<file path="config.mk">
export PLATFORM = sky130hd
export DESIGN_NAME = err_window_monitor
export DESIGN_NICKNAME = d
export VERILOG_FILES = /design/src/rtl/emon_pkg.sv /design/src/rtl/emon_timer.sv /design/src/rtl/emon_ctrl.sv /design/src/rtl/emon_stats.sv /design/src/rtl/err_window_monitor.sv
export SDC_FILE = /design/constraint.sdc
export NUM_CORES = 1
export LEC_CHECK = 0
export ABC_AREA = 1
export ABC_CLOCK_PERIOD_IN_PS = 1800
export CAP_MARGIN = 0
export CORE_AREA = 4 4 72 74
export CTS_CLUSTER_SIZE = 30
export DETAILED_ROUTE_END_ITERATION = 12
export DIE_AREA = 0 0 76 78
export PLACE_DENSITY_LB_ADDON = 0.25
export SYNTH_ARGS = -nofsm -noshare
export SYNTH_HDL_FRONTEND = slang
export SYNTH_SLANG_ARGS = --single-unit
export TNS_END_PERCENT = 20
</file>
<file path="constraint.sdc">
create_clock -name clk_i -period 1.8 [get_ports clk_i]
set_clock_uncertainty 0.05 [all_clocks]
set_input_delay 0.27 -clock clk_i [delete_from_list [all_inputs] [get_ports clk_i]]
set_output_delay 0.27 -clock clk_i [all_outputs]
set_load 0.02 [all_outputs]
</file>
<file path="src/rtl/emon_pkg.sv">
package emon_pkg;
  typedef enum logic [2:0] {
    ST_IDLE,
    ST_CLEAR,
    ST_INJECT,
    ST_OBSERVE,
    ST_DONE
  } emon_state_e;
endpackage

</file>
<file path="src/rtl/emon_timer.sv">
module emon_timer #(
  parameter int unsigned W = 5
) (
  input  logic         clk_i,
  input  logic         rst_ni,
  input  logic         restart_i,
  output logic [W-1:0] cnt_o
);
  localparam logic [W-1:0] MAX = '1;

  always_ff @(posedge clk_i or negedge rst_ni) begin
    if (!rst_ni)            cnt_o <= '0;
    else if (restart_i)     cnt_o <= '0;
    else if (cnt_o != MAX)  cnt_o <= cnt_o + 1'b1;
  end
endmodule

</file>
<file path="src/rtl/emon_ctrl.sv">
module emon_ctrl
  import emon_pkg::*;
#(
  parameter int unsigned CLEAR_LEN = 10,
  parameter int unsigned WIN_LEN   = 16,
  parameter int unsigned TW        = 5
) (
  input  logic          clk_i,
  input  logic          rst_ni,
  input  logic          start_i,
  input  logic          event_i,
  input  logic          last_win_i,
  input  logic [TW-1:0] tcnt_i,
  output logic          restart_o,
  output logic          run_start_o,
  output logic          observe_o,
  output logic          win_end_o,
  output logic          win_err_o,
  output logic          clear_o,
  output logic          inject_o,
  output logic          done_o
);
  emon_state_e state_q, state_d;

  always_comb begin
    state_d     = state_q;
    win_end_o   = 1'b0;
    win_err_o   = 1'b0;
    run_start_o = 1'b0;
    unique case (state_q)
      ST_IDLE: if (start_i) begin
        state_d     = ST_CLEAR;
        run_start_o = 1'b1;
      end
      ST_CLEAR:  if (tcnt_i == TW'(CLEAR_LEN - 1)) state_d = ST_INJECT;
      ST_INJECT: state_d = ST_OBSERVE;
      ST_OBSERVE: if (event_i || tcnt_i == TW'(WIN_LEN - 1)) begin
        win_end_o = 1'b1;
        win_err_o = event_i;  // tie with limit counts as error
        state_d   = last_win_i ? ST_DONE : ST_CLEAR;
      end
      ST_DONE: state_d = ST_IDLE;
      default: state_d = ST_IDLE;
    endcase
  end

  always_ff @(posedge clk_i or negedge rst_ni) begin
    if (!rst_ni) state_q <= ST_IDLE;
    else         state_q <= state_d;
  end

  assign restart_o = (state_d != state_q);
  assign observe_o = (state_q == ST_OBSERVE);
  assign clear_o   = (state_q == ST_CLEAR);
  assign inject_o  = (state_q == ST_INJECT);
  assign done_o    = (state_q == ST_DONE);

  p_inject_pulse_r3: assert property (@(posedge clk_i) disable iff (!rst_ni)
    inject_o |=> !inject_o);
  p_inject_after_clear_r3: assert property (@(posedge clk_i) disable iff (!rst_ni)
    $rose(inject_o) |-> $past(clear_o));
  p_observe_after_inject_r4: assert property (@(posedge clk_i) disable iff (!rst_ni)
    inject_o |=> observe_o);
  p_window_bound_r4: assert property (@(posedge clk_i) disable iff (!rst_ni)
    observe_o |-> tcnt_i < TW'(WIN_LEN));
endmodule

</file>
<file path="src/rtl/emon_stats.sv">
module emon_stats #(
  parameter int unsigned NUM_WIN = 180,
  parameter int unsigned WIN_LEN = 16,
  parameter int unsigned OBS_W   = 12,
  parameter int unsigned CNT_W   = 8
) (
  input  logic             clk_i,
  input  logic             rst_ni,
  input  logic             run_start_i,
  input  logic             observe_i,
  input  logic             win_end_i,
  input  logic             win_err_i,
  output logic             last_win_o,
  output logic [OBS_W-1:0] obs_o,
  output logic [CNT_W-1:0] err_o,
  output logic [CNT_W-1:0] win_o
);
  always_ff @(posedge clk_i or negedge rst_ni) begin
    if (!rst_ni) begin
      obs_o <= '0;
      err_o <= '0;
      win_o <= '0;
    end else if (run_start_i) begin
      obs_o <= '0;
      err_o <= '0;
      win_o <= '0;
    end else begin
      if (observe_i)              obs_o <= obs_o + 1'b1;
      if (win_end_i)              win_o <= win_o + 1'b1;
      if (win_end_i && win_err_i) err_o <= err_o + 1'b1;
    end
  end

  assign last_win_o = (win_o == CNT_W'(NUM_WIN - 1));

  p_err_le_win_r6: assert property (@(posedge clk_i) disable iff (!rst_ni)
    err_o <= win_o);
  p_win_bound_r7: assert property (@(posedge clk_i) disable iff (!rst_ni)
    int'(win_o) <= int'(NUM_WIN));
  p_obs_bound_r5: assert property (@(posedge clk_i) disable iff (!rst_ni)
    int'(obs_o) <= int'(win_o) * int'(WIN_LEN) + int'(WIN_LEN));
  p_obs_hold_r5: assert property (@(posedge clk_i) disable iff (!rst_ni)
    (!observe_i && !run_start_i) |=> $stable(obs_o));
endmodule

</file>
<file path="src/rtl/err_window_monitor.sv">
module err_window_monitor #(
  parameter int unsigned NUM_WIN   = 180,
  parameter int unsigned WIN_LEN   = 16,
  parameter int unsigned CLEAR_LEN = 10,
  localparam int unsigned OBS_W    = $clog2(NUM_WIN * WIN_LEN + 1),
  localparam int unsigned CNT_W    = $clog2(NUM_WIN + 1),
  localparam int unsigned TMAX     = (WIN_LEN > CLEAR_LEN) ? WIN_LEN : CLEAR_LEN,
  localparam int unsigned TW       = $clog2(TMAX + 1)
) (
  input  logic             clk_i,
  input  logic             rst_ni,
  input  logic             start_i,
  input  logic             lost_i,
  input  logic             extra_i,
  output logic             inject_o,
  output logic             clear_o,
  output logic [OBS_W-1:0] obs_cycles_o,
  output logic [CNT_W-1:0] err_count_o,
  output logic [CNT_W-1:0] windows_o,
  output logic             done_o
);
  logic          restart, run_start, observe, win_end, win_err, last_win;
  logic [TW-1:0] tcnt;

  emon_timer #(.W(TW)) u_timer (
    .clk_i     (clk_i),
    .rst_ni    (rst_ni),
    .restart_i (restart),
    .cnt_o     (tcnt)
  );

  emon_ctrl #(.CLEAR_LEN(CLEAR_LEN), .WIN_LEN(WIN_LEN), .TW(TW)) u_ctrl (
    .clk_i       (clk_i),
    .rst_ni      (rst_ni),
    .start_i     (start_i),
    .event_i     (lost_i | extra_i),
    .last_win_i  (last_win),
    .tcnt_i      (tcnt),
    .restart_o   (restart),
    .run_start_o (run_start),
    .observe_o   (observe),
    .win_end_o   (win_end),
    .win_err_o   (win_err),
    .clear_o     (clear_o),
    .inject_o    (inject_o),
    .done_o      (done_o)
  );

  emon_stats #(.NUM_WIN(NUM_WIN), .WIN_LEN(WIN_LEN), .OBS_W(OBS_W), .CNT_W(CNT_W)) u_stats (
    .clk_i       (clk_i),
    .rst_ni      (rst_ni),
    .run_start_i (run_start),
    .observe_i   (observe),
    .win_end_i   (win_end),
    .win_err_i   (win_err),
    .last_win_o  (last_win),
    .obs_o       (obs_cycles_o),
    .err_o       (err_count_o),
    .win_o       (windows_o)
  );

  p_done_full_r8: assert property (@(posedge clk_i) disable iff (!rst_ni)
    done_o |-> int'(windows_o) == int'(NUM_WIN));
  p_done_pulse_r8: assert property (@(posedge clk_i) disable iff (!rst_ni)
    done_o |=> !done_o);
  p_outs_onehot_r2: assert property (@(posedge clk_i) disable iff (!rst_ni)
    $onehot0({clear_o, inject_o, done_o}));
endmodule

</file>
### Word-level counts from Yosys, hierarchy flattened

Cells that the tools add are included.
Widths: inputs -> output; s select.

| storage, ports and cells | value |
|---|---|
| register bits | 36 |
| word-level logic and storage cells | 45 |
| output and inout bits | 31 |
| bits in writable memories | 0 |
| memories kept | 0 |
| memory bits (read-only) | 0 |
| latch bits | 0 |

| cells by class | value |
|---|---|
| div/mod/pow operators | 0 |
| multiplexer cells | 19 |
| eq/ne operators | 9 |
| bitwise gates (word level) | 1 |
| reductions and logical operators | 7 |
| $mul | 0 |
| add/subtract/negate cells | 4 |
| magnitude comparators | 0 |
| shift-type cells | 0 |

Operators with widths:

| kind | number |
|---|---|
| $mux 8 | 4 |
| $mux 12 | 2 |
| $add 8x1->8 const B | 2 |
| $add 12x1->12 const B | 1 |
| $mux 3 | 4 |
| $pmux 3 s4 | 1 |
| $eq 5x4->1 const B | 2 |
| $mux 5 | 2 |
| $eq 8x8->1 const B | 1 |
| $reduce_bool 2->1 | 4 |
| $eq 3x2->1 const B | 2 |
| $mux 1 | 6 |
| $add 5x1->5 const B | 1 |
| $ne 5x5->1 const B | 1 |
| $eq 3x1->1 const B | 1 |
| $eq 3x3->1 const B | 1 |
| $logic_not 3->1 | 1 |
| $ne 3x3->1 | 1 |
| $logic_and 1x1->1 | 1 |
| $logic_or 1x1->1 | 1 |
| $or 1x1->1 | 1 |

### Logic depth before layout (Yosys ltp)

Gate-level depths: netlist of the first run.

| depth | value |
|---|---|
| depth in word-level cells | 7 |
| mapped depth | 11 |

### Hierarchy

A second synthesis of the first run with hierarchy kept.

| unflattened totals | value |
|---|---|
| cells, all modules | 279 |
| area total of the unflattened synthesis | 2084.5 sq um |

By module, submodules not included:

| module | times used | cells each | area each (sq um) |
|---|---|---|---|
| emon_stats | 1 | 194 | 1481.4 |
| emon_ctrl | 1 | 52 | 335.3 |
| emon_timer | 1 | 30 | 256.5 |
| err_window_monitor | 1 | 3 | 11.3 |

### Least setup slack after synthesis of the first run

OpenSTA, ideal clock, no wires.

| timing path | value |
|---|---|
| path kind | reg-to-reg |
| start | register u_timer.cnt_o[0] |
| end | register u_stats.win_o[2] |
| setup time | 120 ps |
| path slack | 95 ps |
| path buffers | 1 |
| stages on the path, launching flop included | 11 |
| clock period less this slack | 1705 ps |
| arrival time | 1535 ps |
| cell sequence | dfrtp_1 > ha_1 > and3_1 > ha_1 > inv_1 > nand2_1 > nand2_1 > nand2_2 > buf_6 > a21oi_1 > nor2_1 |

| between the ends | value |
|---|---|
| longest elaborated chain between the ends | 5 |

Ends and longest elaborated chain:

| what | RTL line | source |
|---|---|---|
| from (decl) | emon_timer.sv:7 | `output logic [W-1:0] cnt_o` |
| from (signal assigned) | emon_timer.sv:14 | `else if (cnt_o != MAX) cnt_o <= cnt_o + 1'b1;` |
| $eq 5x4->1 | emon_ctrl.sv:37 | `ST_OBSERVE: if (event_i \|\| tcnt_i == TW'(WIN_LEN - 1)) begin` |
| $logic_or 1x1->1 | emon_ctrl.sv:37 |  |
| $mux 1 | emon_ctrl.sv:37 |  |
| $mux 1 | emon_ctrl.sv:30 | `unique case (state_q)` |
| $reduce_bool 2->1 (no line) | n/a |  |
| to (signal assigned) | emon_stats.sv:29 | `if (win_end_i) win_o <= win_o + 1'b1;` |
| to (decl) | emon_stats.sv:16 | `output logic [CNT_W-1:0] win_o` |

No other way between the ends.
A chain may end at the register's enable or synchronous reset.

### Final worst setup path of the first run

| timing path | value |
|---|---|
| start | register u_timer.cnt_o[1] |
| end | register u_timer.cnt_o[0] |

| between the ends | value |
|---|---|
| longest elaborated chain between the ends | 6 |

Ends and longest elaborated chain:

| what | RTL line | source |
|---|---|---|
| $eq 5x4->1 | emon_ctrl.sv:37 |  |
| $logic_or 1x1->1 | emon_ctrl.sv:37 |  |
| $mux 3 | emon_ctrl.sv:37 |  |
| $pmux 3 s4 | emon_ctrl.sv:30 |  |
| $ne 3x3->1 | emon_ctrl.sv:52 | `assign restart_o = (state_d != state_q);` |
| $mux 5 or $reduce_bool 2->1 (tied branches) | n/a |  |

Parallel ways exist; a longest one is shown, timed or not.

==> results.md, run 1 <==
- R2R depth: 10
- CP cell instances: ha_2 > and3_4 > ha_2 > inv_2 > nand2_4 > a31oi_2 > nand2_1 > inv_2 > nand3_4 > nor2_2
- FILL cells: 432
- Avg Vias per Cell: 5.119
- Synth async-reset ratio: 100.0%
- F_max: 0.5727 GHz
- RSZ-0062 raised after global routing: yes
- Sw frac: 39.17%
- Fin util: 58.26%
- Vias: 1894
- First-pass GRT wire length: 7.872 mm
- Syn Area/Cell: 7.842 µm²
- IO Pins: 36
- Rows: 25
- Least-Margin Pin Slew: 0.4580 ns
- Routed WL: 4.583 mm
- Placed cells: 362
- Total gr overflow: 0
- P_sw: 1.068 mW
- Non-Filler Instances: 370
- Min Clock Period, post-route: 1.746 ns
- Max IR drop VDD: 0.7980 mV
- CTS Root Cell: clkbuf_8
- Seq cells post-synth: 36
- Most frequent cells in the layout: nand2_1 (59), inv_1 (38), dfrtp_1 (36)
- Worst Setup End Kind: flop
- Commonest non-fill, non-tap cell in the layout: nand2_1
- CP peak stage delay: 0.40 ns
- Initial DRC count: 145
- Router iterations before antenna repair: 6
- Core Area: 4598 µm²
- Leakage power: 1.340 nW
- Total Nets Final: 328
- Final GP Congestion: 0.8114
- Seq/Total Area, Yosys: 42.70%
- Max-cap viol count: 0
- CTS tree: done
- Setup-failing EPs final: 0
- Final HPWL DP: 3.338 mm
- WP data required: 1.97 ns
- Internal: 1.659 mW
- Final Cycle Share: 97.01%
- Area growth, synth to finish: 26.99%
- Chip width: 76 µm
- Drt drc: 0
- Seq pwr share: 40.8%
- H-tree levels: 2
- Final hold violations: 0
- Clk buf depth: 2
- WP depth: 10
- Arr. time, crit path: 1.92 ns
- Die Area: 5928 µm²
- Post-synthesis instance area: 2110 µm²
- Unique cell type count in the Yosys netlist: 31
- Mapped Nets: 281
- Clk pwr share: 20.2%
- Starting Density: 45.88%
- Share of cells above drive strength 1: 13.61%
- Placement Setup Slack: -0.05216 ns
- Crit path kind: flop to flop
- Setup total negative slack: 0 ns
- Synthesized instance count: 269
- N_diodes: 0
- Pwr Density: 1018 nW/µm²
- Die height: 78 µm
- Top FF cell, synth: dfrtp_1
- Combinational Power Share: 39.0%
- Clock sink total: 36
- Worst Path Max Fanout: 5
- Final Max Tran Viols: 0
- Routed Antenna Nets: 0
- Num CTS Buffers: 5
- Post-DR wirelength/cell: 12.39 µm
- IO Port Bufs: 35
- Relative slew margins: 69.46%
- Crit path max-delay family: simple AND/OR/NAND/NOR gates
- Worst Setup Start Kind: flop
- GR Util All Layers: 16.13%
- Setup ws final: 0.05386 ns
- CP max stage cell: dfrtp_1
- Outcome: complete, no violations
- Worst-skew pair later-pin latency: 0.29 ns
- Initial antenna violation count: 0
- EDFF count, synth: 0
- Vias in the first global route: 1822
- WP buf/inv: 2
- Synth warn: 0
- Pin count of the biggest net entering global routing: 37
- Clock Pin Slew Worst Setup and Hold Paths: 0.07 ns
- Min-delay worst type: input port to asynchronous set/reset pin
-- synth_stat cells (3+ instances only) --
cell type | count | area (µm²)
o21ai_0 | 13 | 65.06
inv_1 | 40 | 150.1
dfrtp_1 | 36 | 900.9
nor2_1 | 31 | 116.4
a21oi_1 | 11 | 55.05
nand2_1 | 60 | 225.2
buf_6 | 3 | 33.78
xor2_1 | 9 | 78.83
nor3_1 | 5 | 25.02
nand3_1 | 17 | 85.08
nand2_2 | 3 | 18.77
nor2_4 | 4 | 45.04
ha_1 | 7 | 87.58
nand4_1 | 13 | 81.33
-- cell families (layout without fill, tap and decap cells) --
| family | Yosys count | after routing | synth area share, % |
|---|---|---|---|
| AOI/OAI and AO/OA | 31 | 31 | 8.126 |
| xor gates and xnor gates | 10 | 10 | 4.152 |
| adders and majority gates | 7 | 7 | 4.152 |
| buffers and inverters | 47 | 94 | 10.08 |
| DFF | 36 | 36 | 42.70 |
| and+or+nand+nor | 138 | 138 | 30.78 |
-- layer usage --
metal  GRT usage, %  vias to the layer above  wire length, µm
li1               -                      963                -
met1          19.28                      885             2011
met2          27.14                       39             2295
met3          4.640                        7              212
met4          6.406                        0               63
met5              0                        -                0
-- registers in the layout (all words and copies together) (netlist names) --
signal	cells
u_stats.obs_o	12
u_stats.win_o	8
u_stats.err_o	8
u_timer.cnt_o	5
u_ctrl.state_q	3
-- through the flow --
| stage | cell area, µm² | total power, mW | hold slack, ns |
|---|---|---|---|
| 3_3_place_gp | 2540 | 2.085 | 0.4515 |
| 5_1_grt | 2679 | 2.914 | 0.3943 |
| 2_1_floorplan | 2110 | 1.735 | -0.07559 |
| 6_report | 2679 | 2.727 | 0.3468 |
| 4_1_cts | 2624 | 2.674 | 0.3648 |
| 3_5_place_dp | 2540 | 2.112 | 0.4858 |
-- cell type report --
cell class	instances	area, µm²	share of cell area (%)
Clock buffer	6	72.57	2.709
Clock inverter	1	5.005	0.1868
Inverter	43	165.2	6.165
Multi-Input combinational cell	186	1054	39.33
Sequential cell	36	900.9	33.63
Tap cell	54	67.56	2.522
Timing Repair Buffer	44	414.1	15.46
-- power groups by stage --
| stage | registers [mW] | clock network, mW | logic [mW] |
|---|---|---|---|
| final | 1.11 | 0.551 | 1.06 |
| after CTS | 1.11 | 0.570 | 0.993 |
| after global placement | 1.12 | 0 | 0.961 |
| after floorplan | 1.20 | 0 | 0.535 |
| after detailed placement | 1.13 | 0 | 0.987 |
| after global routing | 1.14 | 0.604 | 1.17 |
-- final timing paths --
path,endpoint,slack (ns),startpoint
setup / recovery,u_timer.cnt_o[0]$_DFFE_PN0P_,0.05,u_timer.cnt_o[1]$_DFFE_PN0P_
hold / removal,u_stats.obs_o[7]$_DFFE_PN0P_,0.35,rst_ni
setup reg to reg,u_timer.cnt_o[0]$_DFFE_PN0P_,0.05,u_timer.cnt_o[1]$_DFFE_PN0P_
hold reg to reg,u_stats.obs_o[7]$_DFFE_PN0P_,0.48,u_stats.obs_o[7]$_DFFE_PN0P_
max in group asynchronous,u_timer.cnt_o[3]$_DFFE_PN0P_,1.02,rst_ni
min in group clk_i,u_stats.obs_o[7]$_DFFE_PN0P_,0.48,u_stats.obs_o[7]$_DFFE_PN0P_
-- repair_timing --
action | CTS | global route
gates resized for setup | 5 | 18
setup endpoints to repair | 8 | 15
pin swaps | 0 | 4
hold buffers | 0 | 0
buffers inserted | 0 | 1
(Power assumes the default switching activity.)
==> run 2, diff against run 1 <==
--- a/config.mk
+++ b/config.mk
@@ -8,10 +8,12 @@
 export ABC_AREA = 1
 export ABC_CLOCK_PERIOD_IN_PS = 1800
 export CAP_MARGIN = 0
-export CORE_AREA = 4 4 72 74
+export CELL_PAD_IN_SITES_DETAIL_PLACEMENT = 0
+export CELL_PAD_IN_SITES_GLOBAL_PLACEMENT = 1
+export CORE_AREA = 4 4 83 85
 export CTS_CLUSTER_SIZE = 30
 export DETAILED_ROUTE_END_ITERATION = 12
-export DIE_AREA = 0 0 76 78
+export DIE_AREA = 0 0 87 89
 export PLACE_DENSITY_LB_ADDON = 0.25
 export SYNTH_ARGS = -nofsm -noshare
 export SYNTH_HDL_FRONTEND = slang
==> run 2 against run 1 <==
Effect of this change: die area up 31%; critical path type is now flop to primary output; sequential power about the same; flip-flop and latch count unchanged; via count down 2.0%.
==> results.md, run 2 (synthesized netlist as in run 1, its figures left out) <==
- Outcome: complete, no violations
- Die height: 89 µm (+14%)
- Worst Setup Start Kind: flop
- WP buf/inv: 1 (-1)
- Worst Setup End Kind: primary output
- WP depth: 1 (-9)
- Core Area: 6205 µm² (+35%)
- Total gr overflow: 0 (unchanged)
- Avg Vias per Cell: 4.675 (-8.7%)
- CTS Root Cell: clkbuf_8
- F_max: 0.5787 GHz (+1.1%)
- GR Util All Layers: 13.74% (-2.4 points)
- Share of cells above drive strength 1: 13.44% (-0.17 points)
- Num CTS Buffers: 5 (unchanged)
- CP cell instances: clkdlybuf4s50_1
- CP max stage cell: clkdlybuf4s50_1
- P_sw: 1.075 mW (+0.67%)
- Combinational Power Share: 38.5% (-0.5 points)
- FF/Latch Area: 900.9 µm² (unchanged)
- Final GP Congestion: 0.7960 (-1.9%)
- Max IR drop VDD: 0.5691 mV (-29%)
- FILL cells: 627 (+45%)
- Sw frac: 38.62% (-0.55 points)
- WP data required: 1.48 ns (-0.49 ns)
- Crit path from: u_stats.win_o[3]$_DFFE_PN0P_
- CP peak stage delay: 0.65 ns (+0.25 ns)
- Worst-skew pair later-pin latency: 0.28 ns (about the same)
- Final Cycle Share: 96.00% (-1.0 points)
- Commonest non-fill, non-tap cell in the layout: nand2_1
- Chip width: 87 µm (+14%)
- Vias: 1856 (-2.0%)
- Crit path max-delay family: buffers and inverters
- Clk pwr share: 21.5% (+1.3 points)
- Seq pwr share: 40.0% (-0.8 points)
- Worst Path Max Fanout: 7 (+2)
- Placement Setup Slack: -0.02045 ns (+0.03171 ns)
- Max reg flops: 12 (unchanged)
- Reg2reg start: u_timer.cnt_o[0]$_DFFE_PN0P_
- Max-cap viol count: 0 (unchanged)
- Final Max Tran Viols: 0 (unchanged)
- Non-Filler Instances: 397 (+7.3%)
- Worst Setup EP: windows_o[3]
- Final HPWL DP: 3.652 mm (+9.4%)
- Regs by FF count: u_stats.obs_o x12, u_stats.err_o x8, u_stats.win_o x8
- Total Nets Final: 331 (+0.91%)
- IO Pins: 36 (unchanged)
- N_diodes: 0 (unchanged)
- Leakage power: 1.347 nW (+0.58%)
- Footprint of the multi-input gates: 1039 µm² (-1.4%)
- Routed Antenna Nets: 0 (unchanged)
- Starting Density: 34.00% (-12 points)
- Router iterations before antenna repair: 4 (-2)
- Most frequent cells in the layout: nand2_1 (58), inv_1 (38), dfrtp_1 (36)
- Min-delay worst type: input port to asynchronous set/reset pin
- Min Clock Period, post-route: 1.728 ns (-0.01822 ns)
- Biggest register: u_stats.obs_o
- Drt drc: 0 (unchanged)
- Final hold violations: 0 (unchanged)
- Post-DR wirelength/cell: 12.55 µm (+1.4%)
- Internal: 1.710 mW (+3.0%)
- RR Endpoint: u_timer.cnt_o[0]$_DFFE_PN0P_
- Clock Pin Slew Worst Setup and Hold Paths: 0.07 ns (about the same)
- Pin count of the biggest net entering global routing: 20 (-46%)
- Area growth, synth to finish: 29.77%
- First-pass GRT wire length: 8.459 mm (+7.5%)
- Rows: 29 (+16%)
- Clock sink total: 36 (unchanged)
- Least-Margin Pin Slew: 0.4558 ns (-0.002276 ns)
- Setup ws final: 0.07208 ns (+0.01822 ns)
- Clk buf depth: 2 (unchanged)
- Initial antenna violation count: 0 (unchanged)
- Die Area: 7743 µm² (+31%)
- H-tree levels: 2 (unchanged)
- Vias in the first global route: 1882 (+3.3%)
- Reg2reg setup slack: 0.10 ns (+0.05 ns)
- Setup-failing EPs final: 0 (unchanged)
- Pwr Density: 1017 nW/µm² (about the same)
- Crit path kind: flop to primary output
- Routed WL: 4.984 mm (+8.7%)
- Initial DRC count: 69 (-52%)
- Relative slew margins: 69.62% (+0.15 points)
- Placed cells: 388 (+7.2%)
- Arr. time, crit path: 1.41 ns (-0.51 ns)
- R2R depth: 10 (unchanged)
- CTS tree: done
- IO Port Bufs: 35 (unchanged)
-- run 2: layout make-up --
| cell class | count | share of cell area (%) |
|---|---|---|
| sequential | 36 | 32.91 |
| multi-input combinational | 186 | 37.93 |
| inverter | 43 | 6.033 |
| clock buffer | 8 | 3.291 |
| timing repair buffer | 47 | 16.32 |
| tap | 77 | 3.519 |
-- run 2: through the flow --
stage          utilization (%)  power [mW]  area, µm²  setup TNS (ns)  hold WS [ns]
3_5_place_dp             41.88       2.148       2599        -0.04478        0.2013
6_report                 44.12       2.785       2738               0        0.4160
3_3_place_gp             41.88       2.140       2599               0        0.1976
5_1_grt                  44.12       2.986       2738        -0.01054        0.4675
4_1_cts                  43.52       2.774       2700               0        0.4223
2_1_floorplan                -       1.735       2110               0      -0.07559
-- run 2: how the worst min path moves through the flow --
stage,slack (ns),from,end
global route,0.47,rst_ni,u_stats.obs_o[7]$_DFFE_PN0P_
CTS,0.42,rst_ni,u_stats.obs_o[7]$_DFFE_PN0P_
floorplan,-0.08,rst_ni,u_ctrl.state_q[0]$_DFF_PN0_
finish,0.42,rst_ni,u_stats.obs_o[7]$_DFFE_PN0P_
global placement,0.20,rst_ni,u_stats.obs_o[7]$_DFFE_PN0P_
detailed placement,0.20,rst_ni,u_stats.obs_o[7]$_DFFE_PN0P_
-- run 2: power by group through the flow --
stage               combinational [mW]  clock [mW]  sequential [mW]
global route                      1.20       0.652             1.13
finish                            1.07       0.598             1.12
floorplan                        0.535           0             1.20
global placement                  1.02           0             1.12
CTS                               1.03       0.630             1.11
detailed placement                1.02           0             1.12
-- run 2: per-layer routing --
layer	part of all wire, %	global-route usage (%)	up-vias
met5	0	0	-
met4	0.92	5.099	0
met3	3.5	3.134	4
met2	49	23.46	25
met1	47	16.94	860
li1	-	-	967
-- run 2: worst register-to-register path, cell delays in order, from the launching register on --
cell	delay, ns
dfrtp_1	0.39
ha_2	0.19
and3_4	0.18
ha_2	0.16
inv_2	0.04
nand2_2	0.07
a31oi_1	0.20
nand2_1	0.09
inv_2	0.07
nand3_4	0.10
nor2_2	0.11
-- run 2: repair_timing --
item	4_1_cts	5_1_grt
pin swaps	0	4
gates resized for setup	4	12
hold endpoints to repair	17	0
setup buffers	0	0
setup endpoints to repair	8	13
hold buffers	1	0
==> run 3, diff against run 2 <==
--- a/config.mk
+++ b/config.mk
@@ -6,15 +6,17 @@
 export NUM_CORES = 1
 export LEC_CHECK = 0
 export ABC_AREA = 1
-export ABC_CLOCK_PERIOD_IN_PS = 1800
+export ABC_CLOCK_PERIOD_IN_PS = 2000
 export CAP_MARGIN = 0
 export CELL_PAD_IN_SITES_DETAIL_PLACEMENT = 0
 export CELL_PAD_IN_SITES_GLOBAL_PLACEMENT = 1
-export CORE_AREA = 4 4 83 85
+export CORE_AREA = 4 4 71 73
 export CTS_CLUSTER_SIZE = 30
 export DETAILED_ROUTE_END_ITERATION = 12
-export DIE_AREA = 0 0 87 89
+export DIE_AREA = 0 0 75 77
+export DONT_BUFFER_PORTS = 1
 export PLACE_DENSITY_LB_ADDON = 0.25
+export SLEW_MARGIN = 40
 export SYNTH_ARGS = -nofsm -noshare
 export SYNTH_HDL_FRONTEND = slang
 export SYNTH_SLANG_ARGS = --single-unit
==> constraint.sdc (replaced) <==
create_clock -name clk_i -period 2 [get_ports clk_i]
set_clock_uncertainty 0.05 [all_clocks]
set_input_delay 0.3 -clock clk_i [delete_from_list [all_inputs] [get_ports clk_i]]
set_output_delay 0.3 -clock clk_i [all_outputs]
set_load 0.02 [all_outputs]
==> run 3 against run 2 <==
Effect of this change: clock power is 9.4% lower; routed wire length decreased by 9.8%; flip-flop and latch count stayed put; total power is 19% lower; global-route usage grew 3.3 points; via count down 5.4%; first-iteration DRC count rose by 39%; hold slack lost 0.13 ns; final cell count is 16% lower; die area decreased by 25%; worst setup slack gained 0.073 ns; highest routed layer unchanged.
==> results.md, run 3 (synthesized netlist as in run 1, its figures left out) <==
- Outcome: complete, no violations
- Max reg flops: 12 (unchanged)
- Min-delay worst type: input port to flop
- Relative slew margins: 73.61% (+4.0 points)
- Setup total negative slack: 0 ns (unchanged)
- GR Util All Layers: 17.03% (+3.3 points)
- Pin count of the biggest net entering global routing: 37 (+85%)
- Placed cells: 322 (-17%)
- CP cell instances: ha_1 > and3_1 > ha_1 > inv_1 > nand2_1 > nand2_1 > nand2_2 > a21oi_1 > nor2_1
- FILL cells: 416 (-34%)
- Worst Setup Start Kind: flop
- Drt drc: 0 (unchanged)
- Max IR drop VDD: 0.6693 mV (+18%)
- CTS tree: done
- Vias in the first global route: 1597 (-15%)
- Clk buf depth: 2 (unchanged)
- IO Port Bufs: 0 (-100%)
- Least-Margin Pin Slew: 0.3958 ns (-0.05992 ns)
- First-pass GRT wire length: 7.659 mm (-9.5%)
- Footprint of the multi-input gates: 1001 µm² (-3.6%)
- N_diodes: 0 (unchanged)
- Rows: 24 (-17%)
- Avg Vias per Cell: 5.270 (+13%)
- Post-DR wirelength/cell: 13.50 µm (+7.5%)
- Vias: 1755 (-5.4%)
- Crit path kind: flop to flop
- Pwr Density: 986.7 nW/µm² (-3.0%)
- Worst Setup End Kind: flop
- Router iterations before antenna repair: 4 (unchanged)
- Share of cells above drive strength 1: 10.68% (-2.8 points)
- IO Pins: 36 (unchanged)
- Final GP Congestion: 0.7904 (-0.70%)
- Total gr overflow: 0 (unchanged)
- Routed Antenna Nets: 0 (unchanged)
- Arr. time, crit path: 1.98 ns (+0.57 ns)
- Regs by FF count: u_stats.obs_o x12, u_stats.err_o x8, u_stats.win_o x8
- Commonest non-fill, non-tap cell in the layout: nand2_1
- Die Area: 5775 µm² (-25%)
- CP max stage cell: dfrtp_1
- Most frequent cells in the layout: nand2_1 (60), inv_1 (40), dfrtp_1 (36)
- FF/Latch Area: 900.9 µm² (unchanged)
- WP data required: 2.13 ns (+0.65 ns)
- Final Max Tran Viols: 0 (unchanged)
- Setup-failing EPs final: 0 (unchanged)
- RSZ-0062 raised after global routing: no
- Clock Pin Slew Worst Setup and Hold Paths: 0.07 ns (about the same)
- Worst Path Max Fanout: 11 (+4)
- Routed WL: 4.496 mm (-9.8%)
- Worst-skew pair later-pin latency: 0.29 ns (about the same)
- Initial DRC count: 96 (+39%)
- Final Cycle Share: 92.77%
- CP peak stage delay: 0.42 ns (-0.23 ns)
- Area growth, synth to finish: 9.016%
- Final hold violations: 0 (unchanged)
- Die height: 77 µm (-13%)
- CTS Root Cell: clkbuf_8
- Final HPWL DP: 3.212 mm (-12%)
- Starting Density: 48.45% (+14 points)
- Leakage power: 1.203 nW (-11%)
- Min Clock Period, post-route: 1.855 ns
- Crit path max-delay family: simple AND/OR/NAND/NOR gates
- Non-Filler Instances: 333 (-16%)
- Clock sink total: 36 (unchanged)
- Biggest register: u_stats.obs_o
- H-tree levels: 2 (unchanged)
- Initial antenna violation count: 0 (unchanged)
- Core Area: 4354 µm² (-30%)
- F_max: 0.5390 GHz
- Max-cap viol count: 0 (unchanged)
- Chip width: 75 µm (-14%)
- Total Nets Final: 292 (-12%)
- WP buf/inv: 1 (unchanged)
- Num CTS Buffers: 5 (unchanged)
==> run 3: cell count changes in the layout (fill, tap and decap cells not counted), sizes merged <==
cell | before | now
clkdlybuf4s50 | 31 | 0
buf | 12 | 7
dlygate4sd2 | 3 | 0
clkbuf | 8 | 6
clkinv | 1 | 3
==> run 3: layer usage <==
layer	track usage, %	vias to the layer above	routed length, µm	share of wire (%)
met5	0	-	0	0
met4	6.584	0	90	2.0
met3	5.752	10	247	5.5
met2	25.61	40	2127	47
met1	22.21	818	2031	45
li1	-	887	-	-
==> run 3: worst paths after layout <==
kind | from | end | slack [ns] | cells past startpoint
setup / recovery | u_timer.cnt_o[0]$_DFFE_PN0P_ | u_stats.win_o[2]$_DFFE_PN0P_ | 0.14 | 9
hold / removal | lost_i | u_ctrl.state_q[1]$_DFF_PN0_ | 0.29 | 3
setup reg to reg | u_timer.cnt_o[0]$_DFFE_PN0P_ | u_stats.win_o[2]$_DFFE_PN0P_ | 0.14 | 9
hold reg to reg | u_timer.cnt_o[3]$_DFFE_PN0P_ | u_timer.cnt_o[3]$_DFFE_PN0P_ | 0.55 | 2
max in group asynchronous | rst_ni | u_stats.win_o[2]$_DFFE_PN0P_ | 1.29 | 2
min in group asynchronous | rst_ni | u_stats.obs_o[6]$_DFFE_PN0P_ | 0.42 | 2
==> run 3: area by class of cell <==
cell class,count,area share [%]
clock buffers,6,3.591
flip-flops and latches,36,39.17
inverters,43,7.182
repair buffers,8,3.264
multi-input cells,186,43.53
clock inverters,2,0.4353
well taps,52,2.829
==> run 3: worst register-to-register path: stages, from the launching register on <==
cell and delay [ns]:
dfrtp_1 0.42, ha_1 0.22, and3_1 0.20, ha_1 0.18
inv_1 0.05, nand2_1 0.09, nand2_1 0.14, nand2_2 0.15
a21oi_1 0.18, nor2_1 0.07
==> run 3: power by group <==
part | leakage [nW] | internal (mW) | switching (mW)
Combinational | 0.662 | 0.239 | 0.418
Sequential | 0.490 | 0.848 | 0.221
Clock | 0.0510 | 0.275 | 0.267
Total | 1.20 | 1.36 | 0.907
==> run 3: repair_timing <==
action                                  in CTS  in global routing
resized for setup                            0                  1
hold buffers                                 2                  0
buffers inserted                             0                  1
hold endpoints to repair                    36                  0
endpoints found under the setup margin       0                  6
==> run 3: through the flow <==
step / total power [mW] / setup WS [ns] / utilization [%] / hold slack (ns) / instance area (µm²)
2_1_floorplan: 1.562 / 0.2948 / - / -0.04559 / 2110
3_3_place_gp: 1.701 / 0.1680 / 49.71 / -0.04471 / 2165
3_5_place_dp: 1.711 / 0.1076 / 49.71 / -0.04468 / 2165
4_1_cts: 2.286 / 0.09150 / 52.53 / 0.2828 / 2287
5_1_grt: 2.465 / 0.01852 / 52.82 / 0.3131 / 2300
6_report: 2.269 / 0.1446 / 52.82 / 0.2899 / 2300
